===== config.mk =====
export PLATFORM = sky130hd
export DESIGN_NAME = pic_agg
export DESIGN_NICKNAME = d
export VERILOG_FILES = /design/src/rtl/pic_agg_pkg.sv /design/src/rtl/pic_line_detect.sv /design/src/rtl/pic_low_pick.sv /design/src/rtl/pic_byte_table.sv /design/src/rtl/pic_agg.sv
export SDC_FILE = /design/constraint.sdc
export NUM_CORES = 2
export LEC_CHECK = 0
export BUFFER_PORTS_ARGS = -buffer_cell sky130_fd_sc_hd__buf_4
export CORE_MARGIN = 2
export CORE_UTILIZATION = 25
export CTS_CLUSTER_DIAMETER = 120
export DETAILED_ROUTE_END_ITERATION = 12
export GPL_TIMING_DRIVEN = 1
export HOLD_SLACK_MARGIN = 0.12
export PLACE_DENSITY = 0.51
export SYNTH_ARGS = -nofsm -noshare
export SYNTH_HDL_FRONTEND = slang
export SYNTH_SLANG_ARGS = --single-unit

===== constraint.sdc =====
create_clock -name clk -period 4.4 [get_ports clk]
set_input_delay 0.66 -clock clk [delete_from_list [all_inputs] [get_ports clk]]
set_output_delay 0.66 -clock clk [all_outputs]
set_load 0.01 [all_outputs]

===== src/rtl/pic_agg_pkg.sv =====
package pic_agg_pkg;
  localparam int REG_W     = 64;
  localparam int TBL_DEPTH = 64;
  localparam int BUS_W     = 32;

  localparam logic [31:0] PIC_ID_CODE = 32'h0000_A5C1;

  localparam logic [11:0] A_ID     = 12'h000;
  localparam logic [11:0] A_MASK   = 12'h020;
  localparam logic [11:0] A_EDGE   = 12'h040;
  localparam logic [11:0] A_CLEAR  = 12'h060;
  localparam logic [11:0] A_STATUS = 12'h080;
  localparam logic [11:0] A_POL    = 12'h0A0;

  typedef enum logic [3:0] {
    SEL_NONE, SEL_ID, SEL_MASK, SEL_EDGE, SEL_CLEAR,
    SEL_STATUS, SEL_POL, SEL_ROUTE, SEL_VEC
  } reg_sel_e;

  function automatic reg_sel_e decode_addr(input logic [11:0] a);
    reg_sel_e s;
    s = SEL_NONE;
    if (a[11:8] == 4'h1)      s = SEL_ROUTE;
    else if (a[11:8] == 4'h2) s = SEL_VEC;
    else begin
      case (a[11:3])
        A_ID[11:3]:     s = SEL_ID;
        A_MASK[11:3]:   s = SEL_MASK;
        A_EDGE[11:3]:   s = SEL_EDGE;
        A_CLEAR[11:3]:  s = SEL_CLEAR;
        A_STATUS[11:3]: s = SEL_STATUS;
        A_POL[11:3]:    s = SEL_POL;
        default:        s = SEL_NONE;
      endcase
    end
    return s;
  endfunction

  function automatic logic [REG_W-1:0] merge_half(input logic [REG_W-1:0] old,
                                                  input logic [BUS_W-1:0] d,
                                                  input logic hi);
    return hi ? {d, old[31:0]} : {old[63:32], d};
  endfunction

  function automatic logic [BUS_W-1:0] read_half(input logic [REG_W-1:0] v,
                                                 input logic hi);
    return hi ? v[63:32] : v[31:0];
  endfunction

  function automatic logic [REG_W-1:0] place_half(input logic [BUS_W-1:0] d,
                                                  input logic hi);
    return hi ? {d, 32'h0} : {32'h0, d};
  endfunction
endpackage


===== src/rtl/pic_line_detect.sv =====
module pic_line_detect #(
  parameter int WIDTH = 64
) (
  input  logic             clk,
  input  logic             rst_n,
  input  logic [WIDTH-1:0] lines_in,
  output logic [WIDTH-1:0] last_lvl,
  output logic [WIDTH-1:0] rise,
  output logic [WIDTH-1:0] changed
);
  assign rise    = lines_in & ~last_lvl;
  assign changed = lines_in ^ last_lvl;

  always_ff @(posedge clk or negedge rst_n) begin
    if (!rst_n) last_lvl <= '0;
    else        last_lvl <= lines_in;
  end
endmodule


===== src/rtl/pic_low_pick.sv =====
module pic_low_pick #(
  parameter int WIDTH = 64,
  parameter int IW    = (WIDTH > 1) ? $clog2(WIDTH) : 1
) (
  input  logic [WIDTH-1:0] req,
  output logic             hit,
  output logic [IW-1:0]    idx
);
  always_comb begin
    hit = |req;
    idx = '0;
    for (int i = WIDTH - 1; i >= 0; i--) begin
      if (req[i]) idx = IW'(i);
    end
  end
endmodule


===== src/rtl/pic_byte_table.sv =====
module pic_byte_table #(
  parameter int         DEPTH   = 64,
  parameter int         IW      = $clog2(DEPTH),
  parameter logic [7:0] RST_VAL = 8'h00
) (
  input  logic                  clk,
  input  logic                  rst_n,
  input  logic                  wr_en,
  input  logic [IW-1:0]         wr_idx,
  input  logic [7:0]            wr_data,
  output logic [DEPTH-1:0][7:0] entries
);
  always_ff @(posedge clk or negedge rst_n) begin
    if (!rst_n) begin
      for (int i = 0; i < DEPTH; i++) entries[i] <= RST_VAL;
    end else if (wr_en) begin
      entries[wr_idx] <= wr_data;
    end
  end
endmodule


===== src/rtl/pic_agg.sv =====
module pic_agg
  import pic_agg_pkg::*;
#(
  parameter int          NUM_LINES  = 64,
  parameter int          NUM_OUTS   = 16,
  parameter logic [15:0] ID_VERSION = 16'h0001
) (
  input  logic                 clk,
  input  logic                 rst_n,
  input  logic [NUM_LINES-1:0] irq_in,
  input  logic                 bus_wr,
  input  logic [11:0]          bus_addr,
  input  logic [31:0]          bus_wdata,
  output logic [31:0]          bus_rdata,
  output logic [NUM_OUTS-1:0]  parent_irq
);
  localparam int LIW     = $clog2(TBL_DEPTH);
  localparam int NPICK   = 4;
  localparam int PK_DISP = 0;
  localparam int PK_UP   = 1;
  localparam int PK_DN   = 2;
  localparam int PK_CLR  = 3;

  logic [REG_W-1:0] mask_q, edge_q, pend_q, isr_q, pol_q, evq_q;
  logic [REG_W-1:0] mask_n, edge_n, pend_n, isr_n, pol_n, evq_n;
  logic [NUM_OUTS-1:0] out_q, out_n;

  logic [NUM_LINES-1:0] last_l, rise_l, chg_l;
  logic [REG_W-1:0] in_ext, last_x, rise_x, chg_x;

  always_comb begin
    in_ext = '0; last_x = '0; rise_x = '0; chg_x = '0;
    in_ext[NUM_LINES-1:0] = irq_in;
    last_x[NUM_LINES-1:0] = last_l;
    rise_x[NUM_LINES-1:0] = rise_l;
    chg_x[NUM_LINES-1:0]  = chg_l;
  end

  pic_line_detect #(.WIDTH(NUM_LINES)) u_detect (
    .clk(clk), .rst_n(rst_n), .lines_in(irq_in),
    .last_lvl(last_l), .rise(rise_l), .changed(chg_l)
  );

  // bus decode
  reg_sel_e sel;
  logic     hi, tidx_ok;
  assign sel     = decode_addr(bus_addr);
  assign hi      = bus_addr[2];
  assign tidx_ok = (bus_addr[7:6] == 2'b00);

  logic [TBL_DEPTH-1:0][7:0] route_tbl, vec_tbl;
  logic route_we, vec_we;
  assign route_we = bus_wr && (sel == SEL_ROUTE) && tidx_ok;
  assign vec_we   = bus_wr && (sel == SEL_VEC) && tidx_ok;

  pic_byte_table #(.DEPTH(TBL_DEPTH), .RST_VAL(8'h01)) u_route (
    .clk(clk), .rst_n(rst_n), .wr_en(route_we), .wr_idx(bus_addr[LIW-1:0]),
    .wr_data(bus_wdata[7:0]), .entries(route_tbl)
  );
  pic_byte_table #(.DEPTH(TBL_DEPTH), .RST_VAL(8'h00)) u_vec (
    .clk(clk), .rst_n(rst_n), .wr_en(vec_we), .wr_idx(bus_addr[LIW-1:0]),
    .wr_data(bus_wdata[7:0]), .entries(vec_tbl)
  );

  // event sets presented to the lowest-bit pickers
  logic [REG_W-1:0] mask_new, up_set, dn_set, clr_eff;
  assign mask_new = (bus_wr && sel == SEL_MASK) ? merge_half(mask_q, bus_wdata, hi) : mask_q;
  assign up_set   = mask_q & ~mask_new;
  assign dn_set   = ~mask_q & mask_new;
  assign clr_eff  = (bus_wr && sel == SEL_CLEAR) ? (place_half(bus_wdata, hi) & edge_q) : '0;

  logic [NPICK-1:0][REG_W-1:0] pick_req;
  logic [NPICK-1:0]            pick_hit;
  logic [NPICK-1:0][LIW-1:0]   pick_idx;

  assign pick_req[PK_DISP] = bus_wr ? '0 : evq_q;
  assign pick_req[PK_UP]   = up_set & pend_q & ~mask_new;
  assign pick_req[PK_DN]   = dn_set & isr_q & ~pend_q;
  assign pick_req[PK_CLR]  = clr_eff & isr_q;

  for (genvar g = 0; g < NPICK; g++) begin : g_pick
    pic_low_pick #(.WIDTH(REG_W), .IW(LIW)) u_pick (
      .req(pick_req[g]), .hit(pick_hit[g]), .idx(pick_idx[g])
    );
  end

  function automatic logic [NUM_OUTS-1:0] vec_dec(input logic [7:0] v);
    logic [NUM_OUTS-1:0] d;
    d = '0;
    for (int o = 0; o < NUM_OUTS; o++) begin
      if (v == 8'(o)) d[o] = 1'b1;
    end
    return d;
  endfunction

  // next-state: inputs, queued dispatch, then bus-side replays in fixed order
  always_comb begin
    logic [LIW-1:0] p;
    mask_n = mask_new;
    edge_n = (bus_wr && sel == SEL_EDGE) ? merge_half(edge_q, bus_wdata, hi) : edge_q;
    pol_n  = (bus_wr && sel == SEL_POL)  ? merge_half(pol_q, bus_wdata, hi)  : pol_q;
    pend_n = ((edge_q & (pend_q | rise_x)) | (~edge_q & in_ext)) & ~clr_eff;
    evq_n  = evq_q | chg_x;
    isr_n  = isr_q;
    out_n  = out_q;

    p = pick_idx[PK_DISP];
    if (pick_hit[PK_DISP]) begin
      evq_n[p] = chg_x[p];
      if (last_x[p]) begin
        if (pend_q[p] && !mask_q[p]) begin
          isr_n[p] = 1'b1;
          out_n    = out_n | vec_dec(vec_tbl[p]);
        end
      end else if (isr_q[p] && !pend_q[p]) begin
        isr_n[p] = 1'b0;
        out_n    = out_n & ~vec_dec(vec_tbl[p]);
      end
    end

    if (pick_hit[PK_UP]) begin
      isr_n[pick_idx[PK_UP]] = 1'b1;
      out_n = out_n | vec_dec(vec_tbl[pick_idx[PK_UP]]);
    end
    if (pick_hit[PK_DN]) begin
      isr_n[pick_idx[PK_DN]] = 1'b0;
      out_n = out_n & ~vec_dec(vec_tbl[pick_idx[PK_DN]]);
    end
    if (pick_hit[PK_CLR]) begin
      out_n = out_n & ~vec_dec(vec_tbl[pick_idx[PK_CLR]]);
    end
    isr_n = isr_n & ~clr_eff;

    if (bus_wr && sel == SEL_STATUS) isr_n = merge_half(isr_q, bus_wdata, hi);
  end

  always_ff @(posedge clk or negedge rst_n) begin
    if (!rst_n) begin
      mask_q <= '1;
      edge_q <= '0;
      pend_q <= '0;
      isr_q  <= '0;
      pol_q  <= '0;
      evq_q  <= '0;
      out_q  <= '0;
    end else begin
      mask_q <= mask_n;
      edge_q <= edge_n;
      pend_q <= pend_n;
      isr_q  <= isr_n;
      pol_q  <= pol_n;
      evq_q  <= evq_n;
      out_q  <= out_n;
    end
  end

  // read mux
  always_comb begin
    bus_rdata = '0;
    case (sel)
      SEL_ID:     bus_rdata = hi ? {16'(NUM_LINES - 1), ID_VERSION} : PIC_ID_CODE;
      SEL_MASK:   bus_rdata = read_half(mask_q, hi);
      SEL_EDGE:   bus_rdata = read_half(edge_q, hi);
      SEL_STATUS: bus_rdata = read_half(isr_q & ~mask_q, hi);
      SEL_POL:    bus_rdata = read_half(pol_q, hi);
      SEL_ROUTE:  if (tidx_ok) bus_rdata = {24'h0, route_tbl[bus_addr[LIW-1:0]]};
      SEL_VEC:    if (tidx_ok) bus_rdata = {24'h0, vec_tbl[bus_addr[LIW-1:0]]};
      default:    bus_rdata = '0;
    endcase
  end

  assign parent_irq = out_q;
endmodule


==> results.toml <==
[layout]
final_util = 0.3804
drive_gt1_frac = 0.4710
nFillCells = 38120
mostFrequentLayoutCell = "buf_4"
final_cells = 18240
final_net_count = 13220
area_delta_synth_final_pct = 51.47
final_cell_mix = "3,205 x buf_4, 1,356 x dfrtp_1, 1,261 x mux2_2"

[timing]
finalClockSkew_ns = 0.07021
worst_pin_slew_ns = 1.409
slew_viol_final = 0
setup_viol = 153
maxSlewHeadroom = 0.06084
max_freq_mhz = 168.7
fin_crit_sh = 1.347
fin_crit_ns = 5.927
final_hold_viol_count = 0
setup_ws_ns = -1.527
hold_ws_ns = 0.1486
rsz0062_at_grt = "true"
setup_tns_ns = -104.16

[logic_synthesis]
synthArstFlopShare = 1.000
ys_seq_area_frac = 0.3962
synthDistinctLibCells = 105
synth_edf_count = 0
syn_inst = 9880
synth_fp_nets = 10060
yosysWarnings = 0
synth-seq-cells = 1488
synthesis.area_um2 = 94390
ys.flop_type = "dfrtp_1"
syn_avg_cell_area_um2 = 9.554

[worst_hold_path]
worstHoldPathType = "in2reg"
min_path_cells = 3

[drt]
ant_nets = 0
drc = 0
finalWirelength_um = 806500
vias_per_cell = 6.193
dr.pass1.iters = 7
wl_per_cell_um = 44.22
num_vias = 112900
dr.first_iter.drc_count = 16560

[place]
dpl.cell_count = 17580
dp_hpwl_um = 639000
port_buffers = 158
gp_congestion = 1.142

[clock_tree]
cts.sinks = 1488
cts_buffer_depth = 4
cts_made_buffers = 185
cts_tree = "done"
cts_root_buffer = "clkbuf_16"
htree_num_levels = 4
clock_latency_ns = 0.96
path_clk_slew_ns = 0.06

[floorplan]
die_x_um = 618.5
die_h_um = 618.5
die-area_um2 = 382500
rows = 225
start_util = 0.2511
boundaryPins = 159
core_um2 = 375800

[setup_path]
worstPathArrival_ns = 6.72
critPathKind = "reg2reg"
cp-start-kind = "flop"
required_ns = 5.19
crit_path_end_kind = "flop"
critPathMaxFanout = 14
r2r_cells = 26

[power_and_ir_drop]
p_leak_nw = 63.21
p_per_area_nw_per_um2 = 278.0
ir_drop_mv = 0.3332

[grt]
antenna_found_initial = 88
grt-ovfl-total = 0
grt_pass1_vias = 106600
grt_max_degree = 146
grt_use_total = 0.4038
grt_pass1_wl_um = 1039000

[flow_run]
maxCapViolCount = 0

[run_status]
violations = "setup timing"
status = "finished, violations left"
-- critical path: stages (launching register included) --
cell and delay, ns:
dfstp_2 0.58, nor4bb_2 0.07, buf_4 0.18, buf_4 0.15
nor3b_4 0.31, o2111ai_4 0.20, nor3_2 0.30, a211oi_4 0.09
buf_4 0.14, o211ai_1 0.59, clkbuf_16 0.32, buf_6 0.29
buf_4 0.20, nor3_1 0.04, a211oi_1 0.22, a21oi_1 0.07
buf_4 0.16, o21ai_0 0.24, a21oi_1 0.15, buf_4 0.17
o32a_2 0.47, buf_12 0.17, buf_4 0.13, nand4_1 0.15
buf_6 0.16, nor2_1 0.04, a211oi_1 0.20
-- logic make-up (layout without fill, tap and decap cells) --
kind of cell,Yosys count,count (layout),share of synthesized area
adders and majority gates,64,64,0.008484
and+or+nand+nor,2749,2750,0.1438
xor gates and xnor gates,1,1,0.00009281
muxes,1565,1565,0.1828
DFF,1488,1488,0.3962
AOI/OAI and AO/OA,3039,3039,0.2269
buffers and inverters,974,4289,0.04165
other,0,48,0
-- cell type report --
class	count	area, um^2	area share
clock buffer	256	5276	0.03690
timing repair buffer	3783	33910	0.2372
sequential	1488	37400	0.2616
clock inverter	83	1272	0.008900
multi-input combinational	7419	58110	0.4065
inverter	167	630.6	0.004411
antenna	48	120.1	0.0008401
tap	4994	6248	0.04370
-- final timing paths --
check	startpoint	end	slack [ns]
max in group asynchronous	rst_n	u_vec.entries[508]	2.57
max reg2reg	mask_q[44]	parent_irq[11]	-1.53
min reg2reg	mask_q[3]	mask_q[3]	0.47
min in group asynchronous	rst_n	pend_q[19]	0.42
min	bus_wdata[9]	edge_q[41]	0.15
max	mask_q[44]	parent_irq[11]	-1.53
-- layer usage --
layer  vias to the layer above  track usage  wire, um
met4                        28       0.3294     83010
met5                         -            0       193
met3                      2387       0.1070     83140
met2                      8145       0.5723    322900
li1                      44530            -         -
met1                     57850       0.5127    317200
-- flip-flops by register name, summed over array words and instances, names as in the netlist --
| register | cells |
|---|---|
| pol_q | 64 |
| edge_q | 64 |
| pend_q | 64 |
| u_detect.last_lvl | 64 |
| evq_q | 64 |
| u_vec.entries | 512 |
| parent_irq | 16 |
| mask_q | 64 |
| isr_q | 64 |
| u_route.entries | 512 |
-- report_power, final --
group          switching [mW]  internal, mW
logic                    5.42          3.32
registers               0.258          13.9
clock network            6.83          9.96
-- timing repair --
item,4_1_cts,5_1_grt
cloned,6,18
gates resized for setup,672,435
endpoints found under the hold margin,203,0
buffers inserted,128,79
pin swaps,186,199
setup endpoints to repair,152,153
hold buffers,69,0
-- cells in the mapped netlist, types with 166 or more instances --
| library cell | n | area, um^2 |
|---|---|---|
| dfrtp_1 | 1360 | 34030 |
| mux2_2 | 1263 | 14220 |
| nand2_1 | 912 | 3423 |
| nor2_1 | 619 | 2323 |
| clkbuf_1 | 586 | 2200 |
| a21oi_1 | 501 | 2507 |
| a22oi_1 | 466 | 3498 |
| o21ai_0 | 386 | 1932 |
| nand3_1 | 339 | 1697 |
| mux2i_1 | 300 | 3003 |
| o22ai_1 | 246 | 1539 |
| a31oi_1 | 204 | 1276 |
| nor3_1 | 171 | 855.8 |
| inv_1 | 166 | 623.1 |
-- stage by stage --
stage | power [mW] | worst slack [ns] | instance area (um^2)
5_1_grt | 40.47 | -1.468 | 142900
3_5_place_dp | 21.44 | -3.537 | 128200
3_3_place_gp | 21.49 | -3.593 | 128200
6_report | 39.74 | -1.527 | 143000
2_1_floorplan | 16.78 | -0.6609 | 94850
4_1_cts | 38.94 | -1.277 | 139800
No activity file was read; power rests on OpenSTA's default activity.
